### src/rtl/prn_port_pkg.sv
package prn_port_pkg;
  localparam logic [1:0] SEL_DATA = 2'd0;
  localparam logic [1:0] SEL_STAT = 2'd1;
  localparam logic [1:0] SEL_CTRL = 2'd2;
  localparam logic [1:0] SEL_TEST = 2'd3;
  localparam int CTL_W       = 6;
  localparam int CTL_DIR_BIT = 5;
  localparam int CTL_IEN_BIT = 4;
  localparam int CTL_OUT_W   = 4;
  localparam int STAT_PIN_W  = 5;
endpackage

### src/rtl/prn_regs.sv
module prn_regs
  import prn_port_pkg::*;
#(
  parameter int DATA_W = 8
) (
  input  logic              clk,
  input  logic              rst,
  input  logic              dir_strap,
  input  logic [1:0]        bus_addr,
  input  logic              bus_wr,
  input  logic [DATA_W-1:0] bus_wdata,
  output logic [DATA_W-1:0] latch_q,
  output logic [CTL_W-1:0]  ctl_q,
  output logic              strap_q
);
  logic wr_data, wr_ctrl;
  assign wr_data = bus_wr && (bus_addr == SEL_DATA);
  assign wr_ctrl = bus_wr && (bus_addr == SEL_CTRL);

  always_ff @(posedge clk) begin
    if (rst) begin
      latch_q <= '0;
      ctl_q   <= '0;
      strap_q <= dir_strap;
    end else begin
      if (wr_data) latch_q <= bus_wdata;
      if (wr_ctrl) ctl_q   <= bus_wdata[CTL_W-1:0];
    end
  end

  assert_test_wr_R2: assert property (@(posedge clk) disable iff (rst)
    (bus_wr && bus_addr == SEL_TEST) |=> ($stable(latch_q) && $stable(ctl_q)));
  assert_strap_hold_R4: assert property (@(posedge clk) disable iff (rst)
    1'b1 |=> $stable(strap_q));
endmodule

### src/rtl/prn_irq.sv
module prn_irq (
  input  logic clk,
  input  logic rst,
  input  logic ext,
  input  logic ack,
  input  logic ien,
  input  logic stat_rd,
  output logic flag_q,
  output logic irq_q
);
  logic ack_q, ack_rise;
  assign ack_rise = ext && ack && !ack_q;

  always_ff @(posedge clk) ack_q <= ack;

  always_ff @(posedge clk) begin
    if (rst) begin
      flag_q <= 1'b0;
      irq_q  <= 1'b0;
    end else begin
      irq_q <= ien && (ext ? flag_q : ack);
      if (ack_rise)     flag_q <= 1'b1;
      else if (stat_rd) flag_q <= 1'b0;
    end
  end

  assert_flag_set_R9: assert property (@(posedge clk) disable iff (rst)
    (ext && ack && !ack_q) |=> flag_q);
  assert_flag_clr_R9: assert property (@(posedge clk) disable iff (rst)
    (stat_rd && !(ext && ack && !ack_q)) |=> !flag_q);
  assert_irq_gate_R8: assert property (@(posedge clk) disable iff (rst)
    !ien |=> !irq_q);
endmodule

### src/rtl/prn_rdmux.sv
module prn_rdmux
  import prn_port_pkg::*;
#(
  parameter int DATA_W = 8
) (
  input  logic                  clk,
  input  logic                  rst,
  input  logic                  ext,
  input  logic                  bus_rd,
  input  logic [1:0]            bus_addr,
  input  logic [DATA_W-1:0]     latch,
  input  logic [CTL_W-1:0]      ctl,
  input  logic                  strap,
  input  logic                  flag,
  input  logic [STAT_PIN_W-1:0] stat_pins,
  input  logic [DATA_W-1:0]     pd_in,
  output logic [DATA_W-1:0]     rdata_q,
  output logic                  oe_q
);
  localparam int STAT_PAD = DATA_W - STAT_PIN_W - 1;
  localparam int CTL_PAD  = DATA_W - CTL_W;

  logic              out_dir;
  logic [DATA_W-1:0] rd_val;

  assign out_dir = ext ? !ctl[CTL_DIR_BIT] : !strap;

  always_comb begin
    case (bus_addr)
      SEL_DATA: rd_val = out_dir ? latch : pd_in;
      SEL_STAT: rd_val = {stat_pins, (ext ? flag : 1'b1), {STAT_PAD{1'b1}}};
      SEL_CTRL: rd_val = {{CTL_PAD{1'b1}}, ctl};
      default:  rd_val = '1;
    endcase
  end

  always_ff @(posedge clk) begin
    if (rst) begin
      rdata_q <= '0;
      oe_q    <= 1'b0;
    end else begin
      oe_q <= out_dir;
      if (bus_rd) rdata_q <= rd_val;
    end
  end

  assert_rdata_hold_R12: assert property (@(posedge clk) disable iff (rst)
    !bus_rd |=> $stable(rdata_q));
endmodule

### src/rtl/prn_port.sv
module prn_port
  import prn_port_pkg::*;
#(
  parameter int DATA_W = 8
) (
  input  logic                  clk,
  input  logic                  rst,
  input  logic                  cfg_ext,
  input  logic                  dir_strap,
  input  logic [1:0]            bus_addr,
  input  logic                  bus_wr,
  input  logic                  bus_rd,
  input  logic [DATA_W-1:0]     bus_wdata,
  output logic [DATA_W-1:0]     bus_rdata,
  input  logic [DATA_W-1:0]     pd_in,
  output logic [DATA_W-1:0]     pd_out,
  output logic                  pd_oe,
  input  logic                  ack,
  input  logic [STAT_PIN_W-1:0] stat_in,
  output logic [CTL_OUT_W-1:0]  ctl_out,
  output logic                  irq
);
  logic [DATA_W-1:0] latch;
  logic [CTL_W-1:0]  ctl;
  logic              strap, flag, stat_rd;

  assign stat_rd = bus_rd && (bus_addr == SEL_STAT);

  prn_regs #(.DATA_W(DATA_W)) u_regs (
    .clk(clk), .rst(rst), .dir_strap(dir_strap), .bus_addr(bus_addr),
    .bus_wr(bus_wr), .bus_wdata(bus_wdata), .latch_q(latch), .ctl_q(ctl),
    .strap_q(strap)
  );

  prn_irq u_irq (
    .clk(clk), .rst(rst), .ext(cfg_ext), .ack(ack), .ien(ctl[CTL_IEN_BIT]),
    .stat_rd(stat_rd), .flag_q(flag), .irq_q(irq)
  );

  prn_rdmux #(.DATA_W(DATA_W)) u_rdmux (
    .clk(clk), .rst(rst), .ext(cfg_ext), .bus_rd(bus_rd), .bus_addr(bus_addr),
    .latch(latch), .ctl(ctl), .strap(strap), .flag(flag), .stat_pins(stat_in),
    .pd_in(pd_in), .rdata_q(bus_rdata), .oe_q(pd_oe)
  );

  assign pd_out  = latch;
  assign ctl_out = ctl[CTL_OUT_W-1:0];

  assert_oe_dir_R5: assert property (@(posedge clk) disable iff (rst)
    (cfg_ext && ctl[CTL_DIR_BIT]) |=> !pd_oe);
endmodule

### config.mk
export PLATFORM = sky130hd
export DESIGN_NAME = prn_port
export DESIGN_NICKNAME = d
export VERILOG_FILES = /design/src/rtl/prn_port_pkg.sv /design/src/rtl/prn_regs.sv /design/src/rtl/prn_irq.sv /design/src/rtl/prn_rdmux.sv /design/src/rtl/prn_port.sv
export SDC_FILE = /design/constraint.sdc
export NUM_CORES = 1
export LEC_CHECK = 0
export ABC_AREA = 1
export BUFFER_PORTS_ARGS = -buffer_cell sky130_fd_sc_hd__buf_4
export CORE_UTILIZATION = 47
export DETAILED_ROUTE_END_ITERATION = 10
export GPL_TIMING_DRIVEN = 1
export PLACE_DENSITY_LB_ADDON = 0.3
export SYNTH_ARGS = -nofsm -noshare
export SYNTH_HDL_FRONTEND = slang
export SYNTH_SLANG_ARGS = --single-unit
export TNS_END_PERCENT = 20
### constraint.sdc
create_clock -name clk -period 1.3 [get_ports clk]
set_input_delay 0.26 -clock clk [delete_from_list [all_inputs] [get_ports clk]]
set_output_delay 0.26 -clock clk [all_outputs]
set_load 0.01 [all_outputs]
== Word-level counts from Yosys, hierarchy flattened ==
Index checks and enable logic that the tools add are counted.

* Bits in registers: 27
* Output and inout port bits: 22
* Word-level logic and storage cells: 28

* Eq/ne operators: 2
* Muxes and demuxes: 7
* Reductions and logical operators: 11

{| class="wikitable"
|+ Operators by type and width
! cell !! count
|-
| 8-bit case mux with 3 select lines || 1
|-
| 8-bit 2-to-1 mux || 1
|-
| 1-bit logical AND || 6
|-
| 1-bit 2-to-1 mux || 5
|-
| 1-bit logical NOT || 3
|-
| 2-bit by 1-bit == test with 1-bit output (second input constant) || 1
|-
| 2-bit == test (second input constant) || 1
|-
| 2-bit logical NOT || 1
|-
| 2-bit nonzero test || 1
|}

== Depth between registers and ports, before layout ==
* Depth after elaboration: 4
* Gate-level depth with buffers: 8

== Cells and area by module ==
Synthesis repeated with hierarchy kept, for this count alone.

* Cell total of the unflattened synthesis: 205
* Area, all modules: 1398.8 µm²

{| class="wikitable"
|+ Modules (own cells, without submodules)
! module !! times used !! cells an instance !! area each (µm²) !! seq. area each (µm²)
|-
| prn_regs || 1 || 94 || 684.4 || 310.3
|-
| prn_rdmux || 1 || 95 || 595.6 || 180.2
|-
| prn_irq || 1 || 14 || 108.9 || 60.1
|-
| prn_port || 1 || 2 || 10.0 || 0.0
|}

== Worst setup path before layout ==
No wires, ideal clock.

* Kind: input port to flip-flop
* Start point: input port bus_addr[1]
* End point: register u_regs.latch_q[6]
* Data arrival time: 887 ps
* Required time: 1184 ps
* Setup slack: 296 ps
* Stages on the path: 6
* Buffers on the path: 2
* Cell sequence: buf_6 -> nor2_8 -> nand2_4 -> buf_6 -> o21ai_1 -> a21oi_1

* Longest elaborated chain between the ends: 2

{| class="wikitable"
|+ Ends and longest elaborated chain
! item !! line !! source
|-
| start: declaration || prn_port.sv:10 || <nowiki>input logic [1:0] bus_addr,</nowiki>
|-
| 2-bit logical NOT || prn_regs.sv:17 || <nowiki>assign wr_data = bus_wr && (bus_addr == SEL_DATA);</nowiki>
|-
| 1-bit logical AND || prn_regs.sv:17 ||
|-
| end signal: assignment || prn_regs.sv:26 || <nowiki>if (wr_data) latch_q <= bus_wdata;</nowiki>
|-
| end: declaration || prn_regs.sv:12 || <nowiki>output logic [DATA_W-1:0] latch_q,</nowiki>
|}

Every way passes these cells.
A chain may end at the register's enable or synchronous reset.

== Worst setup path after layout ==
* Start point: register u_regs.latch_q[1]
* End point: output port pd_out[1]

{| class="wikitable"
|+ RTL lines
! item !! line !! source
|-
| end: declaration || prn_port.sv:16 || <nowiki>output logic [DATA_W-1:0] pd_out,</nowiki>
|}

No word-level cell between the ends.

==> results.cfg <==
[global_route]
grt_pass1_vias = 1191
grt_pass1_wl_um = 5037
antenna_found_initial = 0
grt_max_degree = 16
use_met2_pct = 43.90
track_usage_pct = 24.49
grt_busiest_layer = met2
use_met1_pct = 28.52
overflow = 0
met3_usage_pct = 3.333

[sta]
finalCriticalPeriod_ns = 1.168
rsz0062_at_grt = false
slew_violations = 0
hold_viol = 0
fin_setup_tns_ns = 0
worst_pin_slew_ns = 0.3001
slew_headroom_pct = 79.97
setup_viol = 0
clock.fmax_mhz = 856.4
fin_crit_sh_pct = 89.82
skew_ns = 0.009071

[setup_path]
crit_family = flip-flops
crit_chain = buf_4
slowest_delay_ns = 0.43
crit_fanout = 3
cp.required_ns = 1.04
crit_arrival_ns = 0.91
cp-start-kind = flop
end_kind = output pin
cp_slowest_cell = dfxtp_1
crit_buf_inv = 1
path_class = reg2out

[final_layout]
final_cell_mix = 52 x buf_4, 27 x nand2_1, 26 x dfxtp_1, 24 x a21oi_1, 22 x inv_1
diodes = 0
drive_above_1_share_pct = 29.36
fin_cells = 248
layout_commonest_cell = buf_4
areaGrowthSynthToFinish_pct = 29.59
design_area_um2 = 1660
final_nets = 249

[logic_synthesis]
synth_top_cell_area_share_pct = 40.63
ys_warn_count = 0
yosysTopAreaCell = dfxtp_1
synth.area.top_cells = dfxtp_1 41%, a21oi_1 9.4%, nand2_1 7.9%, o21ai_0 6.6%, inv_1 6.4%
synthCells = 172
ys_seq_elements = 27
synth_area_um2 = 1281
avgSynthCellArea_um2 = 7.449
synth_fp_nets = 202
ys_types = 21
ys_seq_area_share_pct = 42.97

[floorplan]
ios = 52
start_util_pct = 50.79
dieArea_um2 = 2939
die_h_um = 54.21
core_um2 = 2522
rows = 18
die_w_um = 54.21

[cts]
cts_root_buf = clkbuf_4
cts_tree = done
numCtsBuffers = 3
h-tree-depth = 1
clock_latency_ns = 0.33
cts_resized = 0
cts.path.max_buffers = 2
clk_pin_slew_ns = 0.14
post-cts-setup-buffer-count = 0
cts_hold_buf = 0
cts.sinks = 27

[routing]
wl_um = 3393
drt_iter0_drc = 44
dr.pass1.iters = 4
drc = 0
wl_per_cell_um = 13.68
ant_nets = 0
via_per_inst = 5.169
vias = 1282

[power]
total_power_mw = 1.637
p_per_area_nw_per_um2 = 985.9
p_leak_nw = 0.8139
ir_worst_vdd_v = 0.0006523

[run_status]
status = finished, final reports clean

[flow_run]
maxCapViolations = 0

[worst_hold_path]
hold_path.class = in2reg

[place]
place_area_um2 = 1634
placed_cells = 244
io_buffers = 51
gp_congestion = 0.8324
dp_hpwl_um = 2633
==> cell families (layout without fill, tap and decap cells) <==
logic type / Yosys count / count (layout) / synth area share, %
AO/OA/AOI/OAI: 47 / 47 / 19.04
buffers and inverters: 34 / 80 / 12.89
flip-flops: 27 / 27 / 42.97
AND/OR/NAND/NOR: 64 / 64 / 25.10
==> synthesized netlist by cell type (all sizes together) <==
| cell type | instances |
|---|---|
| a21oi | 24 |
| nand3 | 13 |
| nand3b | 1 |
| edfxtp | 1 |
| nor3 | 1 |
| dfxtp | 26 |
| nand2 | 31 |
| clkbuf | 3 |
| nor2 | 17 |
| inv | 24 |
| nand4 | 1 |
| o21ai | 21 |
| a211oi | 2 |
| buf | 7 |
==> worst register-to-register path, delay by kind of cell, from the launching register on <==
family | cells | cell delay, ns
simple gates | 5 | 0.55
flops | 1 | 0.40
buf+inv | 2 | 0.12
==> metrics by stage <==
step,util (%),setup slack [ns],hold WS [ns]
finish,65.82,0.1323,0.04658
global route,65.82,0.09241,0.03838
CTS,65.82,0.1308,0.04790
detailed placement,64.78,0.1364,0.3878
global placement,64.78,0.1576,0.3826
floorplan,-,0.2964,0.2877
==> registers in the layout (all words and copies together), names as in the netlist <==
name	count
u_rdmux.rdata_q	8
u_regs.latch_q	8
u_regs.ctl_q	6
u_irq.ack_q	1
u_irq.flag_q	1
u_irq.irq_q	1
u_rdmux.oe_q	1
u_regs.strap_q	1
==> layer usage <==
| metal | vias to the layer above | share of wire, % |
|---|---|---|
| li1 | 646 | - |
| met1 | 574 | 41 |
| met2 | 52 | 50 |
| met3 | 10 | 5.6 |
| met4 | 0 | 2.5 |
| met5 | - | 0 |
==> report_power, final <==
group | switching (mW) | internal (mW) | total [mW]
clock | 0.252 | 0.120 | 0.372
sequential | 0.0280 | 0.882 | 0.910
combinational | 0.189 | 0.165 | 0.354
==> final cells by class <==
cell class	count	area, um2
tap	30	37.54
timing repair buffer	52	390.4
clock buffer	4	26.28
sequential	27	550.5
inverter	24	90.09
fill	236	862.1
multi-input combinational	111	565.5
==> path summary, 6_finish.rpt <==
kind                                         from            endpoint  slack [ns]  depth (start not counted)
worst max-delay path            u_regs.latch_q[1]           pd_out[1]        0.13                          1
worst min-delay path                          ack         u_irq.ack_q        0.05                          1
worst max register to register    u_regs.ctl_q[5]  u_rdmux.rdata_q[7]        0.17                          7
worst min register to register  u_regs.latch_q[4]   u_regs.latch_q[4]        0.48                          2
(Power assumes the default switching activity.)
